--- src/rtl/cc_dec_pkg.sv ---
package cc_dec_pkg;

  typedef enum logic [2:0] {
    ST_OFF,
    ST_HUNT,
    ST_SAMPLE,
    ST_EMIT_HI,
    ST_DONE
  } dec_state_t;

  localparam int START_BITS = 3;
  localparam int DATA_BITS  = 16;
  // time order of the start bits is index 0, 1, 2 -> 0, 0, 1
  localparam logic [START_BITS-1:0] START_PAT = 3'b100;

  function automatic logic parity_fail(input logic [7:0] b);
    return ~(^b);
  endfunction

endpackage

--- src/rtl/cc_line_sel.sv ---
module cc_line_sel #(
  parameter int LINE_W   = 10,
  parameter int L525_CAP = 21,
  parameter int L525_XDS = 284,
  parameter int L625_CA  = 22,
  parameter int L625_CB  = 335
) (
  input  logic              clk,
  input  logic              rst,
  input  logic [LINE_W-1:0] line_num,
  input  logic              std_625,
  input  logic              cap_en,
  input  logic              xds_en,
  output logic              win,
  output logic              win_xds
);

  logic is_cap, is_xds;

  always_comb begin
    if (std_625)
      is_cap = (line_num == LINE_W'(L625_CA)) || (line_num == LINE_W'(L625_CB));
    else
      is_cap = (line_num == LINE_W'(L525_CAP));
    is_xds = !std_625 && (line_num == LINE_W'(L525_XDS));
  end

  always_ff @(posedge clk) begin
    if (rst) begin
      win     <= 1'b0;
      win_xds <= 1'b0;
    end else begin
      win     <= (is_cap && cap_en) || (is_xds && xds_en);
      win_xds <= is_xds;
    end
  end

endmodule

--- src/rtl/cc_bit_timer.sv ---
module cc_bit_timer #(
  parameter int ACC_W = 16
) (
  input  logic             clk,
  input  logic             rst,
  input  logic             active,
  input  logic             resync,
  input  logic             samp_bit,
  input  logic [ACC_W-1:0] phase_inc,
  output logic             bit_o,
  output logic             edge_o,
  output logic             tick_o,
  output logic             spacing_ok_o
);

  localparam int HALF = 1 << (ACC_W - 1);
  localparam logic [ACC_W:0] SP_LO = (ACC_W+1)'(HALF - HALF / 4);
  localparam logic [ACC_W:0] SP_HI = (ACC_W+1)'(HALF + HALF / 4);

  logic [ACC_W-1:0] acc;
  logic [ACC_W:0]   acc_nxt;
  logic             bit_q, bit_p;

  assign acc_nxt      = {1'b0, acc} + {1'b0, phase_inc};
  assign bit_o        = bit_q;
  assign edge_o       = active && (bit_q != bit_p);
  assign tick_o       = active && acc_nxt[ACC_W];
  assign spacing_ok_o = (acc_nxt >= SP_LO) && (acc_nxt <= SP_HI);

  always_ff @(posedge clk) begin
    if (rst) begin
      bit_q <= 1'b0;
      bit_p <= 1'b0;
      acc   <= '0;
    end else begin
      bit_q <= samp_bit;
      bit_p <= bit_q;
      if (!active || (edge_o && resync))
        acc <= '0;
      else
        acc <= acc_nxt[ACC_W-1:0];
    end
  end

endmodule

--- src/rtl/cc_frame_fsm.sv ---
module cc_frame_fsm
  import cc_dec_pkg::*;
#(
  parameter int RUNIN_MIN = 5
) (
  input  logic       clk,
  input  logic       rst,
  input  logic       win,
  input  logic       win_xds,
  input  logic       bit_i,
  input  logic       edge_i,
  input  logic       tick_i,
  input  logic       spacing_ok_i,
  output logic       hunting,
  output logic       byte_vld,
  output logic [7:0] byte_data,
  output logic       byte_hi,
  output logic       byte_xds,
  output logic       byte_perr
);

  localparam int CNT_W    = $clog2(RUNIN_MIN + 1);
  localparam int LAST_IDX = START_BITS + DATA_BITS - 1;
  localparam int IDX_W    = $clog2(LAST_IDX + 1);

  dec_state_t           state;
  logic [CNT_W-1:0]     run_cnt;
  logic                 ref_ok;
  logic [IDX_W-1:0]     idx;
  logic [DATA_BITS-1:0] sr, sr_nxt;
  logic [7:0]           hi_hold;
  logic                 xds_q;

  assign hunting = (state == ST_HUNT);
  assign sr_nxt  = {bit_i, sr[DATA_BITS-1:1]};

  always_ff @(posedge clk) begin
    if (rst) begin
      state     <= ST_OFF;
      run_cnt   <= '0;
      ref_ok    <= 1'b0;
      idx       <= '0;
      sr        <= '0;
      hi_hold   <= '0;
      xds_q     <= 1'b0;
      byte_vld  <= 1'b0;
      byte_data <= '0;
      byte_hi   <= 1'b0;
      byte_xds  <= 1'b0;
      byte_perr <= 1'b0;
    end else begin
      byte_vld <= 1'b0;
      case (state)
        ST_OFF: begin
          if (win) begin
            state   <= ST_HUNT;
            run_cnt <= '0;
            ref_ok  <= 1'b0;
            xds_q   <= win_xds;
          end
        end
        ST_HUNT: begin
          if (!win) begin
            state <= ST_OFF;
          end else if (edge_i) begin
            ref_ok <= 1'b1;
            if (ref_ok && spacing_ok_i) begin
              if (run_cnt != CNT_W'(RUNIN_MIN)) run_cnt <= run_cnt + 1'b1;
            end else begin
              run_cnt <= '0;
            end
          end else if (tick_i) begin
            if (run_cnt == CNT_W'(RUNIN_MIN) && bit_i == START_PAT[0]) begin
              state <= ST_SAMPLE;
              idx   <= IDX_W'(1);
            end else begin
              run_cnt <= '0;
              ref_ok  <= 1'b0;
            end
          end
        end
        ST_SAMPLE: begin
          if (!win) begin
            state <= ST_OFF;
          end else if (tick_i) begin
            idx <= idx + 1'b1;
            if (idx < IDX_W'(START_BITS)) begin
              if (bit_i != START_PAT[idx[1:0]]) state <= ST_DONE;
            end else begin
              sr <= sr_nxt;
              if (idx == IDX_W'(LAST_IDX)) begin
                byte_vld  <= 1'b1;
                byte_data <= sr_nxt[7:0];
                byte_hi   <= 1'b0;
                byte_xds  <= xds_q;
                byte_perr <= parity_fail(sr_nxt[7:0]);
                hi_hold   <= sr_nxt[15:8];
                state     <= ST_EMIT_HI;
              end
            end
          end
        end
        ST_EMIT_HI: begin
          byte_vld  <= 1'b1;
          byte_data <= hi_hold;
          byte_hi   <= 1'b1;
          byte_perr <= parity_fail(hi_hold);
          state     <= ST_DONE;
        end
        ST_DONE: begin
          if (!win) state <= ST_OFF;
        end
        default: state <= ST_OFF;
      endcase
    end
  end

endmodule

--- src/rtl/cc_line_decoder.sv ---
module cc_line_decoder #(
  parameter int LINE_W    = 10,
  parameter int ACC_W     = 16,
  parameter int RUNIN_MIN = 5
) (
  input  logic              clk,
  input  logic              rst,
  input  logic              samp_bit,
  input  logic [LINE_W-1:0] line_num,
  input  logic              std_625,
  input  logic              cap_en,
  input  logic              xds_en,
  input  logic [ACC_W-1:0]  phase_inc,
  output logic              byte_vld,
  output logic [7:0]        byte_data,
  output logic              byte_hi,
  output logic              byte_xds,
  output logic              byte_perr
);

  logic win, win_xds, hunting;
  logic bit_s, edge_s, tick_s, spacing_ok;

  cc_line_sel #(.LINE_W(LINE_W)) u_sel (
    .clk(clk), .rst(rst), .line_num(line_num), .std_625(std_625),
    .cap_en(cap_en), .xds_en(xds_en), .win(win), .win_xds(win_xds)
  );

  cc_bit_timer #(.ACC_W(ACC_W)) u_timer (
    .clk(clk), .rst(rst), .active(win), .resync(hunting),
    .samp_bit(samp_bit), .phase_inc(phase_inc), .bit_o(bit_s),
    .edge_o(edge_s), .tick_o(tick_s), .spacing_ok_o(spacing_ok)
  );

  cc_frame_fsm #(.RUNIN_MIN(RUNIN_MIN)) u_fsm (
    .clk(clk), .rst(rst), .win(win), .win_xds(win_xds), .bit_i(bit_s),
    .edge_i(edge_s), .tick_i(tick_s), .spacing_ok_i(spacing_ok),
    .hunting(hunting), .byte_vld(byte_vld), .byte_data(byte_data),
    .byte_hi(byte_hi), .byte_xds(byte_xds), .byte_perr(byte_perr)
  );

endmodule

--- config.mk ---
export PLATFORM = sky130hd
export DESIGN_NAME = cc_line_decoder
export DESIGN_NICKNAME = d
export VERILOG_FILES = /design/src/rtl/cc_dec_pkg.sv /design/src/rtl/cc_line_sel.sv /design/src/rtl/cc_bit_timer.sv /design/src/rtl/cc_frame_fsm.sv /design/src/rtl/cc_line_decoder.sv
export SDC_FILE = /design/constraint.sdc
export NUM_CORES = 1
export LEC_CHECK = 0
export BUFFER_PORTS_ARGS = -buffer_cell sky130_fd_sc_hd__buf_4
export CELL_PAD_IN_SITES_DETAIL_PLACEMENT = 1
export CELL_PAD_IN_SITES_GLOBAL_PLACEMENT = 1
export CORE_AREA = 2 2 126 79
export DETAILED_ROUTE_END_ITERATION = 8
export DIE_AREA = 0 0 128 81
export GPL_TIMING_DRIVEN = 0
export PLACE_DENSITY = 0.74
export SYNTH_ARGS = -nofsm -noshare
export SYNTH_HDL_FRONTEND = slang
export SYNTH_SLANG_ARGS = --single-unit
export TNS_END_PERCENT = 5
--- constraint.sdc ---
create_clock -name clk -period 3.81 [get_ports clk]
set_input_delay 0.381 -clock clk [delete_from_list [all_inputs] [get_ports clk]]
set_output_delay 0.381 -clock clk [all_outputs]
set_load 0.03 [all_outputs]
# Word-level counts from Yosys, hierarchy flattened
# Index checks and enable logic that the tools add are counted.
dict set report word_totals {
  inputBits 32
  elab_cells 145
  reg_bits 69
  output_inout_bits 12
}
dict set report classes {
  reduce_logical 29
  bitwise 4
  n_lt_le_gt_ge 4
  n_eq_ne 32
  mux 56
  n_addsub 3
}
# cell n
set ops {}
lappend ops {{3-bit 2-to-1 mux} 18}
lappend ops {{8-bit 2-to-1 mux} 4}
lappend ops {{5-bit 2-to-1 mux} 6}
lappend ops {{10-bit by 5-bit == test with 1-bit output, second input constant} 2}
lappend ops {{10-bit by 9-bit == test with 1-bit output, second input constant} 2}
lappend ops {{1-bit 2-to-1 mux} 19}
lappend ops {{3-bit inequality test, second input constant} 6}
lappend ops {{16-bit by 16-bit adder with 17-bit output} 1}
lappend ops {{17-bit by 15-bit greater-or-equal comparator with 1-bit output, second input constant} 1}
lappend ops {{17-bit by 16-bit <= comparator with 1-bit output, second input constant} 1}
lappend ops {{2-bit inequality test, second input constant} 8}
lappend ops {{8-bit one-hot mux with 2 select lines} 1}
lappend ops {{8-bit parity} 2}
lappend ops {{3-bit one-hot mux with 5 select lines} 1}
lappend ops {{5-bit AND reduction} 3}
lappend ops {{5-bit one-hot mux with 2 select lines} 1}
lappend ops {{1-bit logical AND} 9}
lappend ops {{4-bit inequality test, second input constant} 2}
lappend ops {{1-bit one-hot mux with 2 select lines} 4}
lappend ops {{8-bit AND reduction} 1}
lappend ops {{7-bit AND reduction} 1}
lappend ops {{3-bit by 2-bit == test with 1-bit output, second input constant} 2}
lappend ops {{3-bit == test, second input constant} 2}
lappend ops {{3-bit one-hot mux with 2 select lines} 1}
lappend ops {{20 further kinds} 30}

# Longest topological paths before layout
dict set report depth {
  depth_word 8
  mapped_depth 11
  depth_no_buf 11
}

# Modules after synthesis
# From an unflattened synthesis, not the netlist that was laid out.
dict set report hier_totals {
  hier_cells 427
  area_unflattened_um2 3893.7
}
# module cells_per_inst n_inst area_each_um2 seq_area_each_um2
set modules_own_cells {}
lappend modules_own_cells {cc_frame_fsm 243 1 2326.0 960.9}
lappend modules_own_cells {cc_bit_timer 167 1 1403.8 360.3}
lappend modules_own_cells {cc_line_sel 17 1 163.9 40.0}

# Worst setup path after synthesis
# Ideal clock, no wire load.
dict set report synth_path {
  path_kind {input-to-reg}
  from {input port phase_inc[0]}
  to {register u_fsm.run_cnt[2]}
  required_time_ns 3.722
  path_slack_ns 0.712
  stages 10
  setup_time_ns 0.088
  path_buffers 1
  arrival_time_ns 3.010
  path_cell_list {ha_1 fa_1 a211oi_1 o211ai_2 nand3_2 o21ai_2 or3_1 clkbuf_1 or4_1 a311oi_2}
}
dict set report synth_between {
  elab_chain_cells 8
  word_cells_on_any_way 13
  classes_between {add/sub (1); order compare (2); eq/ne (2); mux (4); reduce/logical (4)}
}
# item line
set synth_rtl {}
lappend synth_rtl {{start: declaration} cc_line_decoder.sv:13} ;# input logic [ACC_W-1:0] phase_inc,
lappend synth_rtl {{16-bit by 16-bit adder with 17-bit output (*)} cc_bit_timer.sv:24} ;# assign acc_nxt = {1'b0, acc} + {1'b0, phase_inc};
lappend synth_rtl {{17-bit by 15-bit greater-or-equal comparator with 1-bit output / 17-bit by 16-bit <= comparator with 1-bit output (equally long branches)} cc_bit_timer.sv:28} ;# assign spacing_ok_o = (acc_nxt >= SP_LO) && (acc_nxt <= SP_HI);
lappend synth_rtl {{1-bit logical AND} cc_bit_timer.sv:28}
lappend synth_rtl {{1-bit logical AND} cc_frame_fsm.sv:67} ;# if (ref_ok && spacing_ok_i) begin
lappend synth_rtl {{3-bit 2-to-1 mux} cc_frame_fsm.sv:67}
lappend synth_rtl {{3-bit 2-to-1 mux} cc_frame_fsm.sv:65} ;# end else if (edge_i) begin
lappend synth_rtl {{3-bit 2-to-1 mux} cc_frame_fsm.sv:63} ;# if (!win) begin
lappend synth_rtl {{3-bit one-hot mux with 2 select lines} cc_frame_fsm.sv:53} ;# case (state)
lappend synth_rtl {{end signal: assignment} cc_frame_fsm.sv:68} ;# if (run_cnt != CNT_W'(RUNIN_MIN)) run_cnt <= run_cnt + 1'b1;
lappend synth_rtl {{end: declaration} cc_frame_fsm.sv:27} ;# logic [CNT_W-1:0] run_cnt;
# Mark *: on every way between the ends. The rest lies on a longest branch, timed or not. The select of a mux whose other input is x is not followed.
# A chain may end at the register's enable or synchronous reset.

# Worst setup path after layout
dict set report layout_path {
  from {register u_timer.acc[0]}
  to {register u_fsm.run_cnt[2]}
}
dict set report layout_between {
  elab_chain_cells 8
  word_cells_on_any_way 13
  classes_between {add/sub (1); order compare (2); eq/ne (2); mux (4); reduce/logical (4)}
}
# item line
set layout_rtl {}
lappend layout_rtl {{start: declaration} cc_bit_timer.sv:20} ;# logic [ACC_W-1:0] acc;
lappend layout_rtl {{start signal: assignment} cc_bit_timer.sv:41} ;# acc <= acc_nxt[ACC_W-1:0];
lappend layout_rtl {{16-bit by 16-bit adder with 17-bit output (*)} cc_bit_timer.sv:24}
lappend layout_rtl {{17-bit by 15-bit greater-or-equal comparator with 1-bit output / 17-bit by 16-bit <= comparator with 1-bit output (equally long branches)} cc_bit_timer.sv:28}
lappend layout_rtl {{1-bit logical AND} cc_bit_timer.sv:28}
lappend layout_rtl {{1-bit logical AND} cc_frame_fsm.sv:67}
lappend layout_rtl {{3-bit 2-to-1 mux} cc_frame_fsm.sv:67}
lappend layout_rtl {{3-bit 2-to-1 mux} cc_frame_fsm.sv:65}
lappend layout_rtl {{3-bit 2-to-1 mux} cc_frame_fsm.sv:63}
lappend layout_rtl {{3-bit one-hot mux with 2 select lines} cc_frame_fsm.sv:53}
# Marks and branches as above.

==> results_dict.tcl <==
set metrics [dict create \
    grt_pass1_wl_mm 18.0 \
    dp_cells 627 \
    fin_skew_ns 0.00887 \
    routed_wl_mm 11.0 \
    setup_violations 0 \
    core_mm2 0.00939 \
    path_max_fanout 4 \
    overflow 0 \
    drive_gt1_frac 0.163 \
    cts_tree "yes" \
    p_switching_uw 389 \
    synth.largest_area_cell "dfxtp_1" \
    worstHoldPathType "input pin to flop" \
    async_reset_ff_frac 0 \
    synth-seq-cells 68 \
    crit_type "flop to flop" \
    ys_seq_area_frac 0.345 \
    synth.avg_cell_area_um2 8.49 \
    worst_pin_slew_ns 0.772 \
    antenna_found_initial 0 \
    clkTransAtPathRegs_ns 0.06 \
    max-slew-margin-rel 0.472 \
    start_kind "flop" \
    syn_nets 517 \
    rsz0062_at_grt "no" \
    post_dp_cell_area_mm2 0.00441 \
    final_antenna_net_count 0 \
    dieArea_mm2 0.0104 \
    hold_violations 0 \
    instances_no_fill 643 \
    stdcell_area_mm2 0.00474 \
    fin_crit_ns 3.40 \
    synth_edf_count 0 \
    wire_per_inst_um 17.0 \
    endpoint_kind "flop" \
    die_width_um 128 \
    maxClockFrequency_ghz 0.294 \
    avgViaCountPerCell 5.64 \
    post_cts_resized 0 \
    nNetsFinal 571 \
    cap_violations 0 \
    cts_max_level 3 \
    synth_cell_types 65 \
    synthToLayoutAreaGrowth_pct 20.3 \
    power.density_mw_per_mm2 361 \
    drc 0 \
    power_frac_seq 0.416 \
    switching_share 0.227 \
    power_frac_comb 0.064 \
    route.met2.wl_mm 4.56 \
    rows 28 \
    p_int_mw 1.32 \
    status "completed" \
    die_y_um 81 \
    cts_buffers 9 \
    holdWs_ns 0.259 \
    clk_latency_ns 0.34 \
    gp_congestion 0.861 \
    synth.top_cell.area_share 0.345 \
    syn_area_mm2 0.00394 \
    post_cts_buffers 0 \
    io_buffers 43 \
    grt_pass1_vias 3518 \
    synthCells 464 \
    cts_root_buf "clkbuf_16" \
    cts_hold_buf 0 \
    required_ns 4.06 \
    top_layer "met4" \
    grt_max_degree 13 \
    first_pass_iters 5 \
    ys.flop_type "dfxtp_1" \
    vias 3629 \
    clockBufferDepth 2 \
    ir_worst_vdd_uv 223 \
    synthTopCellsByArea "dfxtp_1 35%, ha_1 6.3%, nand2_1 5.1%, mux2i_1 4.8%, xnor2_1 4.7%" \
    io_pins 44 \
    period_share 0.893 \
    p_leak_nw 1.85 \
    clockPowerShare 0.519 \
    setup_tns_ns 0 \
    hpwl_mm 8.27 \
    maxSlewViolCount 0 \
    ys.warnings.count 0 \
    final_core_util 0.505 \
    diodes 0 \
    crit_arrival_ns 3.66 \
    start_util 0.420 \
    grt.total_usage 0.225 \
    clkSinkCount 68 \
    wl_met1_mm 5.76 \
    drt_iter0_drc 192 \
    wl_met3_um 523 \
]
per-stage QoR:
stage | power [mW] | setup slack (ns)
floorplan | 0.790 | 0.712
global placement | 0.834 | 0.0875
detailed placement | 0.839 | 0.0533
CTS | 1.73 | 0.244
global route | 1.77 | 0.139
finish | 1.71 | 0.407
final cells by class:
cell class,count,area (um^2)
inverters,12,45.0
multi-input cells,356,2410
well taps,120,150
clock inverters,4,55.1
clock buffers,12,267
plain buffers,28,128
fillers,1133,4650
repair buffers,43,323
flip-flops and latches,68,1360
final timing paths:
kind	startpoint	endpoint	slack (ns)	depth (start not counted)
max	u_timer.acc[0]	u_fsm.run_cnt[2]	0.41	10
min	samp_bit	u_timer.bit_o	0.26	2
max reg2reg	u_timer.acc[0]	u_fsm.run_cnt[2]	0.41	10
min reg2reg	u_sel.win_xds	u_fsm.xds_q	0.44	2
registers in the layout, summed over array words and instances (netlist names), 3 cells and up:
name             cells
u_timer.acc         16
u_fsm.sr            15
u_fsm.byte_data      8
u_fsm.hi_hold        8
u_fsm.idx            5
u_fsm.run_cnt        3
u_fsm.state          3
layer usage:
metal	vias up	track usage
met1	1747	0.320
met3	9	0.0560
met4	0	0.0593
li1	1799	-
met2	74	0.340
met5	-	0
power by group through the flow:
| stage | Sequential [mW] | Clock, mW | Combinational, mW |
|---|---|---|---|
| global route | 0.713 | 0.930 | 0.122 |
| CTS | 0.713 | 0.907 | 0.110 |
| floorplan | 0.729 | 0 | 0.0616 |
| detailed placement | 0.729 | 0 | 0.109 |
| global placement | 0.729 | 0 | 0.105 |
| finish | 0.714 | 0.890 | 0.110 |
worst max-delay path, stage by stage, from the launching register on:
cell,delay (ns)
dfxtp_1,0.30
ha_1,0.22
fa_1,0.44
a211oi_2,0.43
o21bai_1,0.15
a221oi_1,0.39
o2111ai_1,0.24
nor4_2,0.19
a32oi_1,0.19
or4_1,0.52
a311oi_2,0.23
synth_stat cells, types with 7 or more instances:
master	count
a21o_1	7
a21oi_1	29
a311oi_1	9
clkbuf_1	18
dfxtp_1	68
ha_1	20
inv_1	12
mux2i_1	19
nand2_1	54
nand3_1	9
nor2_1	47
nor2b_1	10
nor3_1	9
o21ai_0	17
or3_1	9
xnor2_1	21
cells by family (layout without fill, tap and decap cells):
group,Yosys count,after routing,share of synthesized area
buf+inv,40,99,0.0438
compound gates,114,114,0.215
xor+xnor,23,23,0.0511
flops,68,68,0.345
mux,19,19,0.0483
simple gates,179,179,0.228
fa+ha+maj,21,21,0.0686
placed cells by master, fill, tap and decap left out, types with 10 or more instances in the layout:
cell type and instances:
dfxtp_1 68, xnor2_1 21, clkbuf_1 18, o21ai_0 17
ha_1 20, nand2_1 54, inv_1 12, mux2i_1 19
nor2_1 47, a21oi_1 29, nor2b_1 10, buf_4 43
No activity file was read; power rests on OpenSTA's default activity.
